<file path="src/rtl/lap_pkg.sv">
package lap_pkg;
  typedef enum logic [1:0] {
    ACC_READ  = 2'b00,
    ACC_WRITE = 2'b01,
    ACC_FETCH = 2'b10,
    ACC_RSVD  = 2'b11
  } acc_kind_e;

  typedef enum logic [1:0] {
    SPC_PRIMARY   = 2'b00,
    SPC_AREG      = 2'b01,
    SPC_SECONDARY = 2'b10,
    SPC_HOME      = 2'b11
  } spc_mode_e;

  localparam int unsigned STORE_MARK = 'h400;
  localparam int unsigned LOWPROT_MARK = 'h80;
endpackage

</file>
<file path="src/rtl/lap_low_window.sv">
module lap_low_window #(
  parameter int ADDR_W    = 64,
  parameter int PAGE_BITS = 12,
  parameter int LOW_PAGES = 2,
  parameter int LOW_SPAN  = 512
) (
  input  logic [ADDR_W-1:0] addr_i,
  output logic              is_low_o
);
  localparam int IDX_W = ADDR_W - PAGE_BITS;

  logic page_in;
  logic off_in;

  always_comb begin
    page_in  = addr_i[ADDR_W-1:PAGE_BITS] < IDX_W'(LOW_PAGES);
    off_in   = addr_i[PAGE_BITS-1:0] < PAGE_BITS'(LOW_SPAN);
    is_low_o = page_in && off_in;
  end
endmodule

</file>
<file path="src/rtl/lap_guard.sv">
module lap_guard
  import lap_pkg::*;
#(
  parameter int ADDR_W = 64
) (
  input  logic              byte_low_i,
  input  logic              page_low_i,
  input  logic [ADDR_W-1:0] page_addr_i,
  input  acc_kind_e         kind_i,
  input  logic              dat_on_i,
  input  spc_mode_e         mode_i,
  input  logic              lowprot_en_i,
  input  logic [2:0]        priv_i,
  output logic              fault_o,
  output logic              hint_o,
  output logic              mode_err_o,
  output logic [ADDR_W-1:0] code_o
);
  logic priv_sel;
  logic armed;

  always_comb begin
    priv_sel   = 1'b0;
    mode_err_o = 1'b0;
    unique case (mode_i)
      SPC_PRIMARY:   priv_sel = priv_i[0];
      SPC_SECONDARY: priv_sel = priv_i[1];
      SPC_HOME:      priv_sel = priv_i[2];
      default:       mode_err_o = dat_on_i;
    endcase
    armed   = lowprot_en_i && (!dat_on_i || !priv_sel) && !mode_err_o;
    hint_o  = armed && page_low_i;
    fault_o = armed && byte_low_i && (kind_i == ACC_WRITE);
    code_o  = fault_o ? (page_addr_i | ADDR_W'(STORE_MARK) | ADDR_W'(LOWPROT_MARK))
                      : '0;
  end

  // a low byte always lies on a low page, so a fault implies the hint
  always_comb begin
    if (fault_o) a_fault_has_hint_r6: assert (hint_o);
  end
endmodule

</file>
<file path="src/rtl/lap_prefix_map.sv">
module lap_prefix_map #(
  parameter int ADDR_W     = 64,
  parameter int SWAP_BYTES = 'h2000
) (
  input  logic [ADDR_W-1:0] real_i,
  input  logic [ADDR_W-1:0] prefix_i,
  output logic [ADDR_W-1:0] abs_o
);
  localparam int SWAP_W = $clog2(SWAP_BYTES);

  logic [ADDR_W-1:0] base;
  logic              in_zero;
  logic              in_prefix;

  always_comb begin
    base      = {prefix_i[ADDR_W-1:SWAP_W], {SWAP_W{1'b0}}};
    in_zero   = real_i[ADDR_W-1:SWAP_W] == '0;
    in_prefix = real_i[ADDR_W-1:SWAP_W] == prefix_i[ADDR_W-1:SWAP_W];
    if (in_zero)        abs_o = real_i + base;
    else if (in_prefix) abs_o = real_i - base;
    else                abs_o = real_i;
  end
endmodule

</file>
<file path="src/rtl/lap_prefix_xlate.sv">
module lap_prefix_xlate
  import lap_pkg::*;
#(
  parameter int ADDR_W     = 64,
  parameter int PAGE_BITS  = 12,
  parameter int LOW_PAGES  = 2,
  parameter int LOW_SPAN   = 512,
  parameter int SWAP_BYTES = 'h2000
) (
  input  logic              clk,
  input  logic              rst_n,
  input  logic              req_valid,
  input  logic [ADDR_W-1:0] req_addr,
  input  logic [1:0]        req_kind,
  input  logic              dat_on,
  input  logic [1:0]        space_mode,
  input  logic              lowprot_en,
  input  logic              priv_primary,
  input  logic              priv_secondary,
  input  logic              priv_home,
  input  logic [ADDR_W-1:0] prefix,
  output logic              rsp_valid,
  output logic [ADDR_W-1:0] abs_addr,
  output logic              prot_fault,
  output logic [ADDR_W-1:0] fault_code,
  output logic              wr_inval_hint,
  output logic              mode_error
);
  localparam logic [ADDR_W-1:0] PAGE_MASK = ~((ADDR_W'(1) << PAGE_BITS) - 1);

  logic [ADDR_W-1:0] page_addr;
  logic              byte_low;
  logic              page_low;
  logic              g_fault;
  logic              g_hint;
  logic              g_merr;
  logic [ADDR_W-1:0] g_code;
  logic [ADDR_W-1:0] mapped;

  logic              valid_d;
  logic [ADDR_W-1:0] abs_d;
  logic              fault_d;
  logic [ADDR_W-1:0] code_d;
  logic              hint_d;
  logic              merr_d;

  assign page_addr = req_addr & PAGE_MASK;

  lap_low_window #(
    .ADDR_W(ADDR_W), .PAGE_BITS(PAGE_BITS), .LOW_PAGES(LOW_PAGES), .LOW_SPAN(LOW_SPAN)
  ) u_byte_win (
    .addr_i(req_addr), .is_low_o(byte_low)
  );

  lap_low_window #(
    .ADDR_W(ADDR_W), .PAGE_BITS(PAGE_BITS), .LOW_PAGES(LOW_PAGES), .LOW_SPAN(LOW_SPAN)
  ) u_page_win (
    .addr_i(page_addr), .is_low_o(page_low)
  );

  lap_guard #(.ADDR_W(ADDR_W)) u_guard (
    .byte_low_i   (byte_low),
    .page_low_i   (page_low),
    .page_addr_i  (page_addr),
    .kind_i       (acc_kind_e'(req_kind)),
    .dat_on_i     (dat_on),
    .mode_i       (spc_mode_e'(space_mode)),
    .lowprot_en_i (lowprot_en),
    .priv_i       ({priv_home, priv_secondary, priv_primary}),
    .fault_o      (g_fault),
    .hint_o       (g_hint),
    .mode_err_o   (g_merr),
    .code_o       (g_code)
  );

  lap_prefix_map #(.ADDR_W(ADDR_W), .SWAP_BYTES(SWAP_BYTES)) u_map (
    .real_i   (req_addr),
    .prefix_i (prefix),
    .abs_o    (mapped)
  );

  // next-state
  always_comb begin
    valid_d = req_valid;
    merr_d  = g_merr;
    fault_d = g_fault;
    hint_d  = g_hint;
    code_d  = g_code;
    abs_d   = (g_fault || g_merr) ? '0 : mapped;
  end

  // registers
  always_ff @(posedge clk or negedge rst_n) begin
    if (!rst_n) begin
      rsp_valid <= 1'b0;
    end else begin
      rsp_valid <= valid_d;
    end
  end

  always_ff @(posedge clk or negedge rst_n) begin
    if (!rst_n) begin
      abs_addr      <= '0;
      prot_fault    <= 1'b0;
      fault_code    <= '0;
      wr_inval_hint <= 1'b0;
      mode_error    <= 1'b0;
    end else if (req_valid) begin
      abs_addr      <= abs_d;
      prot_fault    <= fault_d;
      fault_code    <= code_d;
      wr_inval_hint <= hint_d;
      mode_error    <= merr_d;
    end
  end

  p_rsp_follows_req_r1: assert property (@(posedge clk) disable iff (!rst_n)
    req_valid |=> rsp_valid);
  p_no_rsp_when_idle_r1: assert property (@(posedge clk) disable iff (!rst_n)
    !req_valid |=> !rsp_valid);
  p_hold_when_idle_r1: assert property (@(posedge clk) disable iff (!rst_n)
    !req_valid |=> ($stable(abs_addr) && $stable(prot_fault) && $stable(wr_inval_hint)));
  p_code_marks_r4: assert property (@(posedge clk) disable iff (!rst_n)
    prot_fault |-> (fault_code[11:0] == 12'h480 && abs_addr == '0));
  p_read_never_faults_r5: assert property (@(posedge clk) disable iff (!rst_n)
    (req_valid && req_kind != 2'b01) |=> !prot_fault);
  p_moderr_quiet_r9: assert property (@(posedge clk) disable iff (!rst_n)
    mode_error |-> (!prot_fault && !wr_inval_hint && abs_addr == '0));
endmodule

</file>
<file path="config.mk">
export PLATFORM = sky130hd
export DESIGN_NAME = lap_prefix_xlate
export DESIGN_NICKNAME = d
export VERILOG_FILES = /design/src/rtl/lap_pkg.sv /design/src/rtl/lap_low_window.sv /design/src/rtl/lap_guard.sv /design/src/rtl/lap_prefix_map.sv /design/src/rtl/lap_prefix_xlate.sv
export SDC_FILE = /design/constraint.sdc
export NUM_CORES = 1
export LEC_CHECK = 0
export ABC_AREA = 1
export BUFFER_PORTS_ARGS = -buffer_cell sky130_fd_sc_hd__clkbuf_2
export CORE_ASPECT_RATIO = 2
export CORE_MARGIN = 1.5
export CORE_UTILIZATION = 30
export DETAILED_ROUTE_END_ITERATION = 8
export SYNTH_ARGS = -nofsm -noshare
export SYNTH_HDL_FRONTEND = slang
export SYNTH_SLANG_ARGS = --single-unit
export TNS_END_PERCENT = 10
</file>
<file path="constraint.sdc">
create_clock -name clk -period 0.9 [get_ports clk]
set_input_delay 0.045 -clock clk [delete_from_list [all_inputs] [get_ports clk]]
set_output_delay 0.045 -clock clk [all_outputs]
set_load 0.02 [all_outputs]
</file>
==> reports/qor.csv, run 1 <==
stage,metric,value,unit
drt,Avg WL per Cell,22.7,µm
sta,final setup fails,190,
global_route,vias in the first global route,18600,
yosys,Yosys reg bits,120,
sta,Worst Skew,0,ns
sta,final-report hold violation count,0,
cts,CTS Buf Count,17,
critical_path,Worst Setup Start Kind,primary input,
sta,WHS,0.0176,ns
critical_path,Crit Path Max Fanout,15,
pwr,Leak Pwr,12.7,nW
yosys,ys flop type,dfrtp_1,
place,DP Wirelength,69000,µm
critical_path,CP required,1.23,ns
global_route,total global routing track utilization,0.352,
global_route,initial antenna violation count,1,
yosys,synthesized cell area,13700,µm²
yosys,Async SR Flop Fraction,1.00,
global_route,remaining global-route overflow,0,
floorplanning,Core Area,45000,µm²
floorplanning,die width,154,µm
floorplanning,die extent in y,305,µm
yosys,Synth top cells by count,"nand2_1, inv_1, nor2_1",
sta,max-slew violation count,0,
yosys,Ys Warns,0,
sta,setup ws final,-0.899,ns
finish,"Core Util, Final",0.533,
finish,area grow syn2layout,75.6,%
cts,H-tree depth,4,
sta,Max Freq,556,MHz
yosys,sequential area share after synthesis,0.220,
critical_path,CP endpoint kind,flop,
global_route,first-pass GRT wire length,118000,µm
yosys,dominant cell by count in the synthesized netlist,nand2_1,
finish,Final Cell Area,24000,µm²
finish,FILL cells,4516,
sta,period utilization,2.00,
finish,FF+latch area,3020,µm²
place,Placed Area,20100,µm²
drt,drc violations,0,
cts,Root Driver,clkbuf_16,
cts,Clock Path Buffers,2,
yosys,share of the synthesized area in the top cell type,0.220,
sta,Slew HR,0.417,
cts,Clock Sink Count,120,
sta,post-layout min period,1.80,ns
critical_path,Worst EP arrival,2.13,ns
floorplanning,I/O Pins,272,
pwr,VDD IR-drop max,739,µV
drt,via count,18900,
critical_path,Register-to-Register Path Depth,1,
floorplanning,Std-Cell Rows,110,
global_route,pin count of the biggest net entering global routing,68,
floorplanning,Initial Util,0.303,
place,pre-CTS setup slack,-1.64,ns
drt,routed vias/inst,5.03,
place,GP Congestion,1.08,
pwr,Cell Pwr Density,1100,nW/µm²
yosys,mean post-synth cell area,5.74,µm²
floorplanning,Die Area,46900,µm²
sta,Worst Tran Pin Value,0.874,ns
cts,clock latency on the worst-skew pair,0.45,ns
cts,Clock transition at path regs,0.06,ns
yosys,Syn Inst Count,2379,
finish,share of cells above drive strength 1,0.445,
yosys,"area leader, netlist",dfrtp_1,
drt,final wirelength,85200,µm
pwr,total chip power,0.0263,W
yosys,Synth area leaders,"dfrtp_1, nand2_1, inv_1",
outcome,violated checks,setup timing,
job,max cap viols,0,
yosys,Post-synth EDFFs,0,
drt,drt initial violations,1131,
finish,area taken by multi-input logic gates,11200,µm²
finish,nets,3428,
drt,final antenna-violating net count,0,
cts,CTS tree,built,
outcome,status,finished with violations,
drt,1st-pass router iterations,8,
hold_path,worst hold path class,primary input to asynchronous set/reset pin,
critical_path,crit path kind,primary input to flop,
place,number of I/O port buffers,248,
yosys,Netlist cell types,44,
sta,RSZ-0062 raised after global routing,true,
## what timing repair did
action,CTS,global route
hold buffers,15,0
endpoints found under the hold margin,135,0
setup buffers,12,43
pin swaps,34,93
setup endpoints to repair,189,190
gates resized for setup,285,483
cloned,2,3
## sequential cells by signal, indices dropped and copies added (netlist names)
| signal | count |
|---|---|
| wr_inval_hint | 1 |
| mode_error | 1 |
| rsp_valid | 1 |
| fault_code | 53 |
| abs_addr | 64 |
## worst max-delay path, cell delays in order
cell,delay (ns)
buf_2,0.14
inv_1,0.09
ha_4,0.31
buf_6,0.10
nand2_4,0.06
nor2_4,0.10
nand2_2,0.08
nor2_4,0.12
nand2_4,0.09
nor2_8,0.11
buf_6,0.13
buf_12,0.14
clkinv_16,0.10
a21oi_1,0.12
o21ai_1,0.07
buf_4,0.17
nand3_1,0.08
nand2_1,0.05
## layout make-up
class,instances,share of cell area
timing repair inverter,2,0.00172
sequential,120,0.126
clock buffer,17,0.0177
antenna,1,0.000104
multi-input combinational,1745,0.467
timing repair buffer,859,0.279
clock inverter,15,0.00626
inverter,441,0.0725
tap,560,0.0292
## path summary, 6_finish.rpt
kind | startpoint | endpoint | slack (ns)
min in group clk | req_addr[19] | abs_addr[19] | 0.08
max in group asynchronous | rst_n | abs_addr[35] | 0.30
worst min register to register | wr_inval_hint | wr_inval_hint | 0.48
worst max register to register | abs_addr[5] | abs_addr[5] | 0.12
worst max-delay path | prefix[34] | abs_addr[24] | -0.90
worst min-delay path | rst_n | fault_code[36] | 0.02
## where the power goes
| part | internal, W | total (W) | switching [W] | leakage [nW] |
|---|---|---|---|---|
| clock | 0.00367 | 0.00699 | 0.00331 | 0.273 |
| sequential | 0.00568 | 0.00597 | 0.000286 | 1.56 |
| combinational | 0.00560 | 0.0133 | 0.00772 | 10.8 |
## routing by layer
metal	share of wire	global-route usage	wire, µm	up-vias
met3	0.042	0.0397	3560	387
li1	-	-	-	8978
met5	0.00018	0	15	-
met2	0.50	0.636	42400	883
met1	0.32	0.324	27300	8662
met4	0.14	0.390	11900	2
## per-stage QoR
step                      cells  setup TNS, ns
after floorplan            2388         -42.67
after global placement     3656         -98.67
after detailed placement   3656         -98.21
after CTS                  3717         -68.55
after global routing       3759         -76.69
final                      3760         -69.86
## kinds of logic (layout without fill, tap and decap cells)
family / Yosys count / count (layout) / share of synthesized area
and+or+nand+nor: 1305 / 1305 / 0.393
buffers and inverters: 523 / 1334 / 0.156
other: 1 / 11 / 0.000275
xor gates and xnor gates: 23 / 23 / 0.0148
adders and majority gates: 102 / 102 / 0.0945
DFF: 120 / 120 / 0.220
AOI/OAI and AO/OA: 305 / 305 / 0.121
## placed cells by master, fill, tap and decap left out, types with 6 or more instances in the layout
master and instances:
inv_1 381, buf_4 527, inv_2 47, buf_8 6, nand2_2 99, a22o_1 12, nor3_2 13, nand2_1 627
o21ai_0 41, a21oi_2 51, nand4_1 25, nor3_1 15, nand3_1 126, ha_4 49, buf_12 30, a21oi_4 16
nor2_4 50, o21bai_1 17, o21ai_2 28, ha_2 6, dfrtp_1 109, o21ai_1 21, xor2_1 22, conb_1 10
buf_6 61, clkbuf_16 19, nand3_4 9, nor2_2 47, a21oi_1 99, nand3_2 45, clkbuf_2 196, ha_1 45
nor2_1 183, dlygate4sd3_1 15, dfrtp_2 11, inv_4 8, inv_6 7, nand2_4 41, buf_2 16
Note: power is estimated with default switching activity, not from simulation.
==> run 2: changes to the inputs <==
--- a/config.mk
+++ b/config.mk
@@ -11,6 +11,7 @@
 export CORE_MARGIN = 1.5
 export CORE_UTILIZATION = 30
 export DETAILED_ROUTE_END_ITERATION = 8
+export SETUP_SLACK_MARGIN = 0.1
 export SYNTH_ARGS = -nofsm -noshare
 export SYNTH_HDL_FRONTEND = slang
 export SYNTH_SLANG_ARGS = --single-unit
==> run 2 against run 1 <==
Compared with the run above:
- the flow finishes with violations (hold timing, setup timing)
- sequential power is essentially flat
- clock power is essentially flat
- combinational power is essentially flat
- global-route usage is essentially flat
- largest cell class unchanged
- largest power group unchanged
==> reports/qor.csv, run 2 (same netlist as run 1, synthesis figures left out) <==
stage,metric,value,unit
pwr,Switch Pwr,0.0113,W
pwr,Comb pwr share,0.506,
drt,drt initial violations,1148,
sta,setup ws final,-0.869,ns
finish,"most common cell after layout, fill and taps aside",nand2_1,
finish,Biggest register,abs_addr,
cts,Clock Sink Count,120,
place,GP Congestion,1.08,
cts,Root Driver,clkbuf_16,
cts,Clock transition at path regs,0.07,ns
global_route,remaining global-route overflow,0,
global_route,pin count of the biggest net entering global routing,68,
sta,Worst Tran Pin Value,0.867,ns
sta,final-report hold violation count,1,
pwr,Leak Pwr,12.6,nW
finish,final non-filler cell total,3756,
job,max cap viols,0,
outcome,status,finished with violations,
cts,CTS Buf Count,17,
finish,share of cells above drive strength 1,0.444,
global_route,first-pass GRT wire length,118000,µm
critical_path,CP required,1.24,ns
critical_path,Worst Setup Start Kind,primary input,
sta,max-slew violation count,0,
drt,final wirelength,85100,µm
hold_path,worst hold path class,primary input to flop,
pwr,clock power share,0.266,
pwr,Sequential Power Share,0.227,
finish,most frequent cells in the layout,"nand2_1, buf_4, inv_1",
cts,H-tree depth,4,
place,pre-CTS setup slack,-1.64,ns
sta,period utilization,1.97,
place,DP Wirelength,69000,µm
drt,1st-pass router iterations,6,
finish,FILL cells,4513,
global_route,vias in the first global route,18600,
global_route,initial antenna violation count,1,
place,number of I/O port buffers,248,
drt,via count,18800,
drt,drc violations,0,
global_route,total global routing track utilization,0.352,
sta,WHS,-0.0574,ns
cts,"Hold-fix buffers, CTS",14,
drt,routed vias/inst,5.01,
cts,CTS tree,built,
floorplanning,die extent in y,305,µm
drt,final antenna-violating net count,0,
sta,Worst Skew,0,ns
critical_path,CP endpoint kind,flop,
finish,top flop regs,"abs_addr (64), fault_code (53)",
cts,Clock Path Buffers,2,
drt,Avg WL per Cell,22.7,µm
sta,final setup fails,189,
sta,Slew HR,0.422,
floorplanning,Initial Util,0.303,
finish,nets,3425,
outcome,violated checks,"hold timing, setup timing",
sta,RSZ-0062 raised after global routing,true,
critical_path,Worst EP arrival,2.11,ns
floorplanning,Core Area,45000,µm²
sta,post-layout min period,1.77,ns
critical_path,Crit Path Max Fanout,15,
place,DP Cell Count,3656,
floorplanning,Die Area,46900,µm²
floorplanning,I/O Pins,272,
finish,"Core Util, Final",0.531,
finish,area grow syn2layout,74.9,%
pwr,Cell Pwr Density,1100,nW/µm²
finish,number of flip-flops under the largest register name,64,
pwr,VDD IR-drop max,730,µV
pwr,Cell Int Power,0.0149,W
critical_path,crit path kind,primary input to flop,
floorplanning,die width,154,µm
finish,n_diodes,0,
finish,Final Cell Area,23900,µm²
place,Placed Area,20100,µm²
sta,Max Freq,565,MHz
sta,TNS Setup,-67.82,ns
cts,clock latency on the worst-skew pair,0.44,ns
floorplanning,Std-Cell Rows,110,
pwr,fraction of power spent switching nets,0.432,
run 2: changes by cell type in the layout (fill, tap and decap cells not counted), sizes merged:
| cell | before | now |
|---|---|---|
| clkinv | 6 | 5 |
| dlygate4sd3 | 15 | 14 |
| clkbuf | 220 | 243 |
| diode | 1 | 0 |
| buf | 641 | 616 |
| clkinvlp | 3 | 4 |
run 2: layer usage:
metal / wire (µm) / GRT usage
met2: 42600 / 0.635
met1: 27500 / 0.324
met4: 11500 / 0.390
met3: 3520 / 0.0397
met5: 0 / 0
run 2: power by group through the flow:
stage               combinational (W)  sequential, W  clock [W]
finish                         0.0133        0.00596    0.00698
global route                   0.0140        0.00598    0.00727
CTS                            0.0118        0.00595    0.00706
detailed placement             0.0110        0.00603          0
global placement               0.0110        0.00602          0
floorplan                     0.00475        0.00627          0
run 2: layout make-up:
cell class                      count  area, µm²  share of cell area
Multi-Input combinational cell   1745      11200               0.470
Timing Repair Buffer              856       6610               0.277
Sequential cell                   120       3020               0.126
Inverter                          441       1740              0.0728
Tap cell                          560        701              0.0293
Clock buffer                       17        425              0.0178
Clock inverter                     15        150             0.00629
Timing Repair inverter              2       31.3             0.00131
run 2: path summary, 6_finish.rpt:
path	slack, ns	cells past startpoint	from	to
min in group asynchronous	0.02	2	rst_n	fault_code[36]
setup / recovery	-0.87	17	prefix[34]	abs_addr[55]
max in group asynchronous	0.30	3	rst_n	abs_addr[35]
hold / removal	-0.06	4	req_valid	mode_error
setup reg to reg	0.13	1	abs_addr[10]	abs_addr[10]
hold reg to reg	0.48	2	wr_inval_hint	wr_inval_hint
run 2: timing repair:
action	in CTS	in global routing
pin swaps	34	84
hold endpoints to repair	135	1
buffers inserted	12	38
gates cloned	2	3
gates resized for setup	285	436
setup endpoints to repair	189	189
run 2: worst max-delay path: stages:
cell,delay (ns)
buf_2,0.14
inv_1,0.09
ha_4,0.31
buf_6,0.10
nand2_4,0.06
nor2_4,0.10
nand2_2,0.08
nor2_4,0.12
nand2_4,0.09
nor2_8,0.11
buf_6,0.13
buf_12,0.14
inv_16,0.08
a21oi_1,0.16
nand2_2,0.14
nand3_4,0.14
nand2_1,0.06
run 2: per-stage QoR:
step / total power (W) / hold WS (ns)
floorplan: 0.0110 / -0.251
global placement: 0.0170 / -0.0553
detailed placement: 0.0170 / -0.0539
CTS: 0.0248 / -0.0768
global route: 0.0272 / -0.0143
finish: 0.0262 / -0.0574
==> run 3: changes to the inputs <==
--- a/config.mk
+++ b/config.mk
@@ -11,6 +11,8 @@
 export CORE_MARGIN = 1.5
 export CORE_UTILIZATION = 30
 export DETAILED_ROUTE_END_ITERATION = 8
+export HOLD_SLACK_MARGIN = 0.12
+export REMOVE_ABC_BUFFERS = 1
 export SETUP_SLACK_MARGIN = 0.1
 export SYNTH_ARGS = -nofsm -noshare
 export SYNTH_HDL_FRONTEND = slang
==> run 3 against run 2 <==
Compared with the run above:
- the flow still finishes with violations (hold timing, setup timing)
- sequential share of layout area decreased by 0.66 points
- die area unchanged
- global-route usage decreased by 0.38 points
- critical path depth decreased by 2
- clock skew unchanged
- highest routed layer unchanged
==> reports/qor.csv, run 3 (same netlist as run 1, synthesis figures left out) <==
stage,metric,value,unit
floorplanning,Die Area,46900,µm²
sta,Slew HR,0.421,
place,DP Cell Count,3685,
finish,"most common cell after layout, fill and taps aside",nand2_1,
sta,Max Freq,594,MHz
critical_path,Setup crit start,req_addr[31],
critical_path,Worst setup endpoint,abs_addr[37],
global_route,vias in the first global route,19200,
sta,Worst Skew,0,ns
critical_path,Crit Path Max Fanout,8,
critical_path,Worst Setup Start Kind,primary input,
cts,Clock Sink Count,120,
hold_path,hold depth,4,
floorplanning,die extent in y,305,µm
pwr,VDD IR-drop max,1140,µV
floorplanning,Core Area,45000,µm²
global_route,remaining global-route overflow,0,
drt,Avg WL per Cell,22.1,µm
critical_path,register-to-register setup slack,0.14,ns
drt,drc violations,0,
finish,nets,3467,
floorplanning,die width,154,µm
cts,Root Driver,clkbuf_16,
global_route,first-pass GRT wire length,118000,µm
job,max cap viols,0,
outcome,violated checks,"hold timing, setup timing",
place,DP Wirelength,68100,µm
place,GP Congestion,1.16,
sta,final-report hold violation count,8,
sta,setup ws final,-0.784,ns
finish,final non-filler cell total,3800,
global_route,total global routing track utilization,0.349,
cts,Clock Path Buffers,2,
finish,FILL cells,4329,
pwr,Leak Pwr,13.1,nW
drt,via count,19100,
global_route,initial antenna violation count,1,
finish,area grow syn2layout,84.0,%
cts,"Hold-fix buffers, CTS",23,
finish,number of flip-flops under the largest register name,64,
cts,H-tree depth,4,
pwr,Cell Pwr Density,1090,nW/µm²
critical_path,Worst EP arrival,2.02,ns
critical_path,worst r2r dst,abs_addr[35],
drt,routed vias/inst,5.01,
sta,period utilization,1.87,
cts,clock latency on the worst-skew pair,0.44,ns
finish,share of cells above drive strength 1,0.499,
drt,1st-pass router iterations,5,
sta,post-layout min period,1.68,ns
drt,final wirelength,83900,µm
critical_path,R2R Path Start,abs_addr[35],
sta,RSZ-0062 raised after global routing,true,
cts,CTS tree,built,
finish,most frequent cells in the layout,"nand2_1, buf_4, inv_1",
sta,WHS,-0.0481,ns
sta,final setup fails,189,
critical_path,crit path kind,primary input to flop,
hold_path,worst hold path class,primary input to flop,
cts,Clock transition at path regs,0.07,ns
outcome,status,finished with violations,
drt,drt initial violations,1257,
finish,top flop regs,"abs_addr (64), fault_code (53)",
critical_path,CP required,1.24,ns
sta,max-slew violation count,0,
drt,final antenna-violating net count,0,
critical_path,Register-to-Register Path Depth,2,
place,number of I/O port buffers,248,
critical_path,CP endpoint kind,flop,
cts,CTS Buf Count,17,
floorplanning,Initial Util,0.303,
floorplanning,Std-Cell Rows,110,
sta,Worst Tran Pin Value,0.869,ns
global_route,pin count of the biggest net entering global routing,68,
finish,Biggest register,abs_addr,
floorplanning,I/O Pins,272,
## run 3: changes by cell type in the layout (fill, tap and decap cells not counted), moves of 22 or more
cell      change
a21oi_1      -30
a21oi_2      +28
buf_4        +24
buf_6        +24
clkbuf_2     -43
nand2_1      -72
nand2_2      +58
nand3_1      -23
nand3_2      +22
## run 3: worst min path at each step
stage	slack (ns)	from	endpoint
after floorplan	-0.25	rst_n	abs_addr[0]
after global placement	-0.1	rst_n	fault_code[36]
after detailed placement	-0.09	rst_n	fault_code[32]
after CTS	-0.08	req_valid	mode_error
after global routing	-0.006	rst_n	fault_code[20]
final	-0.05	req_valid	mode_error
## run 3: what timing repair did
item / CTS / global route
buffers inserted: 25 / 30
pin swaps: 115 / 157
endpoints found under the setup margin: 189 / 189
resized for setup: 671 / 478
hold endpoints to repair: 149 / 9
gates cloned: 2 / 1
## run 3: stage by stage
step,TNS (ns),worst slack [ns],total power [W],utilization,cell area (µm²)
after floorplan,-74.44,-1.18,0.0104,-,13200
after CTS,-62.30,-0.746,0.0261,0.519,23400
after detailed placement,-97.20,-1.85,0.0168,0.435,19600
final,-61.67,-0.784,0.0274,0.558,25100
after global routing,-71.13,-0.871,0.0286,0.558,25100
after global placement,-96.39,-1.84,0.0167,0.435,19600
## run 3: routing by layer
layer / vias to the layer above / global-route usage / part of all wire
met2: 818 / 0.628 / 0.50
met3: 366 / 0.0486 / 0.043
met4: 0 / 0.385 / 0.13
li1: 9068 / - / -
met1: 8801 / 0.316 / 0.32
met5: - / 0 / 0
## run 3: layout make-up
| type | count | area [µm²] | share of cell area |
|---|---|---|---|
| Clock inverter | 15 | 168 | 0.00667 |
| Multi-Input combinational cell | 1745 | 12000 | 0.476 |
| Antenna cell | 2 | 5.00 | 0.000199 |
| Timing Repair Buffer | 900 | 7130 | 0.284 |
| Clock buffer | 17 | 425 | 0.0169 |
| Sequential cell | 120 | 3010 | 0.120 |
| Inverter | 441 | 1710 | 0.0682 |
| Tap cell | 560 | 701 | 0.0279 |
## run 3: where the power goes
group	internal (W)	switching, W	total [W]	leakage [nW]
registers	0.00568	0.000210	0.00589	1.57
logic	0.00615	0.00822	0.0144	11.3
clock network	0.00397	0.00323	0.00719	0.289
total	0.0158	0.0117	0.0274	13.1
## run 3: worst max-delay path: stages
cell,delay (ns)
buf_2,0.14
ha_4,0.33
nand2_4,0.07
nor2_4,0.14
nand2_2,0.09
nor2_4,0.11
nand2_4,0.08
nor2_8,0.17
inv_6,0.07
buf_12,0.15
buf_8,0.13
a21oi_2,0.14
nand2_2,0.16
nand2_1,0.11
o21ai_1,0.06
